`config.mk`:
```
export PLATFORM = sky130hd
export DESIGN_NAME = usb_list_sched
export DESIGN_NICKNAME = d
export VERILOG_FILES = /design/src/rtl/usb_sched_pkg.sv /design/src/rtl/usb_sched_frame.sv /design/src/rtl/usb_sched_ratio.sv /design/src/rtl/usb_sched_grant_reg.sv /design/src/rtl/usb_list_sched.sv
export SDC_FILE = /design/constraint.sdc
export NUM_CORES = 1
export LEC_CHECK = 0
export BUFFER_PORTS_ARGS = -buffer_cell sky130_fd_sc_hd__buf_2
export CORE_MARGIN = 4
export CORE_UTILIZATION = 30
export CTS_CLUSTER_DIAMETER = 100
export DETAILED_ROUTE_END_ITERATION = 6
export PLACE_DENSITY = 0.6
export SYNTH_ARGS = -nofsm -noshare
export SYNTH_HDL_FRONTEND = slang
export SYNTH_SLANG_ARGS = --single-unit
export TNS_END_PERCENT = 5
```
`constraint.sdc`:
```
create_clock -name clk -period 2.28 [get_ports clk]
set_clock_uncertainty 0.05 [all_clocks]
set_input_delay 0.456 -clock clk [delete_from_list [all_inputs] [get_ports clk]]
set_output_delay 0.456 -clock clk [all_outputs]
set_load 0.01 [all_outputs]
```
`src/rtl/usb_sched_pkg.sv`:
```
package usb_sched_pkg;

    typedef enum logic [2:0] {
        GR_NONE = 3'b000,
        GR_PER  = 3'b001,
        GR_CTL  = 3'b010,
        GR_BLK  = 3'b100
    } grant_e;

    typedef struct packed {
        logic per;
        logic ctl;
        logic blk;
    } list_busy_t;

    // Priority pick: periodic when allowed, then control within quota
    // (or when bulk has nothing), then bulk, else idle.
    function automatic grant_e pick_list(input logic per_ok,
                                         input list_busy_t busy,
                                         input logic quota_ok);
        grant_e g;
        if (per_ok)
            g = GR_PER;
        else if (busy.ctl && (quota_ok || !busy.blk))
            g = GR_CTL;
        else if (busy.blk)
            g = GR_BLK;
        else
            g = GR_NONE;
        return g;
    endfunction

endpackage

```
`src/rtl/usb_sched_frame.sv`:
```
module usb_sched_frame (
    input  logic clk,
    input  logic rst,
    input  logic sof,
    input  logic cfg_per_en,
    input  logic cfg_iso_en,
    input  logic leave_periodic,
    output logic per_sh,
    output logic iso_sh,
    output logic in_periodic
);

    always_ff @(posedge clk) begin
        if (rst) begin
            per_sh      <= 1'b0;
            iso_sh      <= 1'b0;
            in_periodic <= 1'b0;
        end else if (sof) begin
            per_sh      <= cfg_per_en;
            iso_sh      <= cfg_iso_en;
            in_periodic <= 1'b1;
        end else if (leave_periodic) begin
            in_periodic <= 1'b0;
        end
    end

endmodule

```
`src/rtl/usb_sched_ratio.sv`:
```
module usb_sched_ratio #(
    parameter int CNT_W = 3
) (
    input  logic       clk,
    input  logic       rst,
    input  logic       done_ctl,
    input  logic       done_blk,
    input  logic [1:0] ratio,
    output logic       quota_ok
);

    localparam logic [CNT_W-1:0] CNT_MAX = {CNT_W{1'b1}};
    localparam int               PAD_W   = CNT_W - 2;

    logic [CNT_W-1:0] cnt_q;
    logic [CNT_W-1:0] cnt_d;

    always_comb begin
        cnt_d = cnt_q;
        if (done_blk)
            cnt_d = '0;
        else if (done_ctl && cnt_q != CNT_MAX)
            cnt_d = cnt_q + 1'b1;
    end

    // Count of completed control grants still within the programmed quota.
    assign quota_ok = (cnt_d <= {{PAD_W{1'b0}}, ratio});

    always_ff @(posedge clk) begin
        if (rst)
            cnt_q <= '0;
        else
            cnt_q <= cnt_d;
    end

endmodule

```
`src/rtl/usb_sched_grant_reg.sv`:
```
module usb_sched_grant_reg
    import usb_sched_pkg::*;
(
    input  logic   clk,
    input  logic   rst,
    input  logic   sof,
    input  logic   advance,
    input  grant_e next_grant,
    output grant_e grant_q
);

    always_ff @(posedge clk) begin
        if (rst)
            grant_q <= GR_NONE;
        else if (sof)
            grant_q <= GR_NONE;
        else if (advance)
            grant_q <= next_grant;
    end

endmodule

```
`src/rtl/usb_list_sched.sv`:
```
module usb_list_sched
    import usb_sched_pkg::*;
#(
    parameter int CNT_W = 3  // must hold at least the largest quota (4)
) (
    input  logic       clk,
    input  logic       rst,
    input  logic       sof,
    input  logic       per_busy,
    input  logic       ctl_busy,
    input  logic       blk_busy,
    input  logic       desc_done,
    input  logic       cur_is_iso,
    input  logic       cfg_iso_en,
    input  logic       cfg_per_en,
    input  logic [1:0] cfg_ratio,
    output logic [2:0] grant
);

    grant_e     grant_q;
    grant_e     next_grant;
    list_busy_t busy;
    logic       per_sh;
    logic       iso_sh;
    logic       in_periodic;
    logic       iso_abort;
    logic       advance;
    logic       per_ok;
    logic       quota_ok;
    logic       leave_periodic;
    logic       done_ctl;
    logic       done_blk;

    assign busy = '{per: per_busy, ctl: ctl_busy, blk: blk_busy};

    assign iso_abort = (grant_q == GR_PER) && cur_is_iso && !iso_sh;
    assign advance   = (grant_q == GR_NONE) || desc_done || iso_abort;
    assign done_ctl  = desc_done && (grant_q == GR_CTL);
    assign done_blk  = desc_done && (grant_q == GR_BLK);
    assign per_ok    = in_periodic && per_sh && busy.per && !iso_abort;

    assign next_grant = pick_list(per_ok, busy, quota_ok);

    assign leave_periodic = iso_abort ||
        (advance && (next_grant == GR_CTL || next_grant == GR_BLK));

    usb_sched_frame u_frame (
        .clk            (clk),
        .rst            (rst),
        .sof            (sof),
        .cfg_per_en     (cfg_per_en),
        .cfg_iso_en     (cfg_iso_en),
        .leave_periodic (leave_periodic),
        .per_sh         (per_sh),
        .iso_sh         (iso_sh),
        .in_periodic    (in_periodic)
    );

    usb_sched_ratio #(.CNT_W(CNT_W)) u_ratio (
        .clk      (clk),
        .rst      (rst),
        .done_ctl (done_ctl),
        .done_blk (done_blk),
        .ratio    (cfg_ratio),
        .quota_ok (quota_ok)
    );

    usb_sched_grant_reg u_grant (
        .clk        (clk),
        .rst        (rst),
        .sof        (sof),
        .advance    (advance),
        .next_grant (next_grant),
        .grant_q    (grant_q)
    );

    assign grant = grant_q;

endmodule

```
==> results of run 1 <==
-- synth_stat cells, types with 2 or more instances --
cell type | n | area (um^2)
o21ai_0 | 4 | 20.0
and2_1 | 2 | 12.5
inv_1 | 2 | 7.51
nor2b_1 | 4 | 25.0
nor3_1 | 3 | 15.0
ha_1 | 4 | 50.1
dfxtp_1 | 9 | 180
mux2i_1 | 2 | 20.0
a22oi_1 | 2 | 15.0
nand2_1 | 4 | 15.0
nor2_1 | 7 | 26.3
-- layout make-up --
cell class	instances	area share, %
multi-input cells	48	52.5
flip-flops and latches	9	23.0
repair buffers	22	16.4
well taps	25	3.93
clock buffers	4	3.30
inverters	2	0.943
-- per-layer routing --
metal	global-route usage (%)	wire (um)	vias up
met5	0	0	-
met1	13.7	572	245
li1	-	-	269
met2	20.8	720	13
met4	3.93	17	0
met3	5.25	64	2
-- worst max-delay path, stage by stage (launching register included) --
cell and delay, ns:
dfxtp_2 0.34, ha_4 0.16, ha_4 0.17, nor4b_4 0.29, a22o_1 0.18, a22o_4 0.14
ha_4 0.19, nor2b_4 0.12, o21ai_2 0.16, o211ai_2 0.10, a41o_1 0.17
-- power groups by stage --
stage,Sequential [uW],Clock (uW),Combinational [uW]
floorplan,173,0,43.8
global placement,173,0,70.9
detailed placement,174,0,70.8
CTS,170,135,72.5
global route,171,145,86.8
finish,170,130,78.3
-- stage by stage --
| stage | cells | cell area, um^2 | setup TNS, ns |
|---|---|---|---|
| floorplan | 62 | 579 | 0 |
| global placement | 105 | 713 | -0.00518 |
| detailed placement | 105 | 713 | -0.0437 |
| CTS | 109 | 764 | 0 |
| global route | 110 | 796 | -0.00993 |
| finish | 110 | 796 | 0 |
-- sequential cells by signal (all words and copies together) (netlist names) --
signal	count
u_frame.iso_sh	1
u_grant.grant_q	3
u_frame.in_periodic	1
u_frame.per_sh	1
u_ratio.cnt_q	3
-- final timing paths --
| kind | startpoint | endpoint | slack (ns) | depth (start not counted) |
|---|---|---|---|---|
| min | cfg_iso_en | u_frame.iso_sh | 0.38 | 3 |
| max reg2reg | u_ratio.cnt_q[1] | u_grant.grant_q[2] | 0.10 | 10 |
| min reg2reg | u_frame.iso_sh | u_frame.iso_sh | 0.44 | 2 |
| max | u_ratio.cnt_q[1] | u_grant.grant_q[2] | 0.10 | 10 |
-- kinds of logic after synthesis --
logic type               synth area share [%]
AO/OA/AOI/OAI                            21.5
adder cells (fa/ha/maj)                  8.87
buffers and inverters                    4.88
flip-flops                               31.9
multiplexers                             5.54
AND/OR/NAND/NOR                          27.3
-- repair_timing --
item / 4_1_cts / 5_1_grt
buffers inserted: 0 / 1
gates resized for setup: 4 / 5
endpoints found under the setup margin: 1 / 2
pin swaps: 4 / 8
==> flow_summary.ini, run 1 <==
[timing]
setup_viol = 0
holdWs_ns = 0.382
tightest_slew_ns = 0.395
fmax_mhz = 459
fin_crit_sh_pct = 95.6
period_minus_slack_ns = 2.18
slew_viol_final = 0
grt_setup_unrepaired = true
slew_headroom_pct = 73.4
finalHoldViolations = 0
worst_slack_ns = 0.101

[pwr]
powerDensity_nw_per_um2 = 476
leakage_uw = 0.000367
finalPower_uw = 378
swShare_pct = 28.0
p_seq_share_pct = 45.0
ir_drop_uv = 255
internal-power_uw = 273
p_sw_uw = 106
p_clk_share_pct = 34.3
p_comb_share_pct = 20.7

[floorplan]
core-area_um2 = 1750
die_h_um = 51.4
die-area_um2 = 2640
io_pins = 15
num_rows = 15
initial_core_util_pct = 32.3
die-width_um = 51.4

[grt]
grt_util_all_layers_pct = 12.3
antenna_found_initial = 0
grt_max_degree = 10
grt-ovfl-total = 0
grt_pass1_vias = 555
grt_pass1_wl_um = 2390

[final_layout]
nets = 102
layout_commonest_cell = buf_2
fillers = 180
layout_common_cells = 14 x buf_2, 8 x buf_4, 7 x nor2_1, 7 x dfxtp_1, 4 x nand2_1
seq_area_um2 = 183
multiInputGateArea_um2 = 418
fin_util_pct = 45.6
syn2layout_area_growth_pct = 41.0
num_antenna_cells = 0
drive_gt1_share_pct = 47.1

[critical_path]
criticalPathCategory = flop to flop
critical_path.max_fanout = 3
worstPathArrival_ns = 2.30
crit_required_ns = 2.40
start_kind = flop
end_kind = flop

[clocking]
insertion_delay_ns = 0.27
cts_root_buffer = clkbuf_4
htree_levels = 1
clk_pin_slew_ns = 0.07
holdBufCountCts = 0
cts_tree = done
cts_made_buffers = 3
cts.sinks = 9
clock_path_buffers = 2

[placed_design]
dpl.hpwl_um = 1030
gp_congestion = 0.842
dpl_worst_slack_ns = -0.0437
portBuffers = 14

[yosys]
ys_types = 30
syn-cell-area_um2 = 564
synth-seq-cells = 9
syn-instance-count = 62
async_flop_share_pct = 0
synth_warnings = 0
synth_edf_count = 0
synth-seq-area-share_pct = 31.9
syn_nets = 78
synth_ff_type = dfxtp_1
syn_area_per_cell_um2 = 9.10

[worst_hold_path]
hp-class = input port to flop

[detailed_routing]
drt_iter0_drc = 6
vias = 529
drt-vias-per-instance = 4.81
dr.pass1.iters = 4
wl_per_cell_um = 12.5
ant_nets = 0
drc = 0
routed_wl_um = 1370

[run]
maxCapViolations = 0

[run_status]
status = completed
No activity file was read; power rests on OpenSTA's default activity.
==> inputs of run 2 (changes only) <==
--- a/config.mk
+++ b/config.mk
@@ -10,7 +10,9 @@
 export CORE_UTILIZATION = 30
 export CTS_CLUSTER_DIAMETER = 100
 export DETAILED_ROUTE_END_ITERATION = 6
+export GPL_ROUTABILITY_DRIVEN = 0
 export PLACE_DENSITY = 0.6
+export RECOVER_POWER = 100
 export SYNTH_ARGS = -nofsm -noshare
 export SYNTH_HDL_FRONTEND = slang
 export SYNTH_SLANG_ARGS = --single-unit
==> flow_summary.ini, run 2 (same netlist as run 1, synthesis figures left out) <==
[final_layout]
reg_top3 = u_grant.grant_q x3, u_ratio.cnt_q x3
num_antenna_cells = 0
syn2layout_area_growth_pct = 40.1
layout_common_cells = 13 x buf_2, 7 x nor2_1, 7 x buf_4, 7 x dfxtp_1, 4 x nand2_1
instances_no_fill = 110
layout_commonest_cell = buf_2
drive_gt1_share_pct = 44.7
fin_util_pct = 45.3
stdcell_area_um2 = 791
nets = 102

[timing]
grt_setup_unrepaired = true
setup_viol = 0
slew_headroom_pct = 73.4
finalHoldViolations = 0
period_minus_slack_ns = 2.18
fin_crit_sh_pct = 95.6
fmax_mhz = 459
setup_tns_ns = 0
tightest_slew_ns = 0.395
slew_viol_final = 0

[run_status]
status = completed

[floorplan]
io_pins = 15
die-width_um = 51.4
initial_core_util_pct = 32.3
die_h_um = 51.4
core-area_um2 = 1750
num_rows = 15
die-area_um2 = 2640

[clocking]
htree_levels = 1
insertion_delay_ns = 0.27
cts_root_buffer = clkbuf_4
cts.sinks = 9
cts_tree = done
clk_pin_slew_ns = 0.07
cts_made_buffers = 3
clock_path_buffers = 2
holdBufCountCts = 0

[critical_path]
criticalPathCategory = flop to flop
reg2reg_depth = 10
start_kind = flop
end_kind = flop
critical_path.max_fanout = 3
crit_required_ns = 2.40
worstPathArrival_ns = 2.30

[grt]
grt_pass1_wl_um = 2390
grt_max_degree = 10
grt-ovfl-total = 0
grt_util_all_layers_pct = 12.3
antenna_found_initial = 0
grt_pass1_vias = 555

[placed_design]
dpl.hpwl_um = 1030
placed_area_um2 = 713
dp_cells = 105
portBuffers = 14

[detailed_routing]
wl_per_cell_um = 12.4
drt-vias-per-instance = 4.84
ant_nets = 0
vias = 532
dr.pass1.iters = 4
drt_iter0_drc = 6
drc = 0
routed_wl_um = 1370

[pwr]
ir_drop_uv = 255
leakage_uw = 0.000360
powerDensity_nw_per_um2 = 478

[worst_hold_path]
min_path_cells = 3
hp-class = input port to flop

[run]
maxCapViolations = 0
run 2: changes by cell type in the layout (fill, tap and decap cells not counted):
cell | before | now
buf_2 | 14 | 13
clkbuf_1 | 1 | 3
buf_4 | 8 | 7
run 2: per-layer routing:
metal	track usage, %	up-vias	routed length, um
met5	0	-	0
met4	3.93	0	17
met3	5.25	2	64
met2	20.8	13	717
met1	13.7	246	570
li1	-	271	-
run 2: power breakdown:
| part | leakage, uW | internal, uW | switching [uW] |
|---|---|---|---|
| clock | 0.0000150 | 67.7 | 62.4 |
| combinational | 0.000270 | 39.9 | 37.7 |
| sequential | 0.0000746 | 164 | 5.77 |
run 2: layout make-up:
type | instances | area, um^2
fill | 181 | 955
multi-input combinational | 48 | 418
sequential | 9 | 183
timing repair buffer | 22 | 125
tap | 25 | 31.3
clock buffer | 4 | 26.3
inverter | 2 | 7.51
run 2: metrics by stage:
stage | worst slack [ns] | hold WS, ns | total power (uW)
after floorplan | 0.00113 | 0.401 | 217
after global placement | -0.00518 | 0.427 | 244
after detailed placement | -0.0437 | 0.435 | 244
after CTS | 0.0257 | 0.379 | 377
after global routing | -0.00993 | 0.389 | 403
final | 0.101 | 0.382 | 378
run 2: critical path: stages, from the launching register on:
cell and delay [ns]:
dfxtp_2 0.34, ha_4 0.16, ha_4 0.17, nor4b_4 0.29, a22o_1 0.18, a22o_4 0.14
ha_4 0.19, nor2b_4 0.12, o21ai_2 0.16, o211ai_2 0.10, a41o_1 0.17
run 2: path summary, 6_finish.rpt:
kind                    startpoint                  to  slack [ns]
setup / recovery  u_ratio.cnt_q[1]  u_grant.grant_q[2]        0.10
hold reg to reg     u_frame.iso_sh      u_frame.iso_sh        0.44
hold / removal          cfg_iso_en      u_frame.iso_sh        0.38
setup reg to reg  u_ratio.cnt_q[1]  u_grant.grant_q[2]        0.10
run 2: timing repair:
action | CTS | global route
gates cloned | 0 | 0
resized for setup | 4 | 5
endpoints found under the setup margin | 1 | 2
setup buffers | 0 | 1
pin swaps | 4 | 8
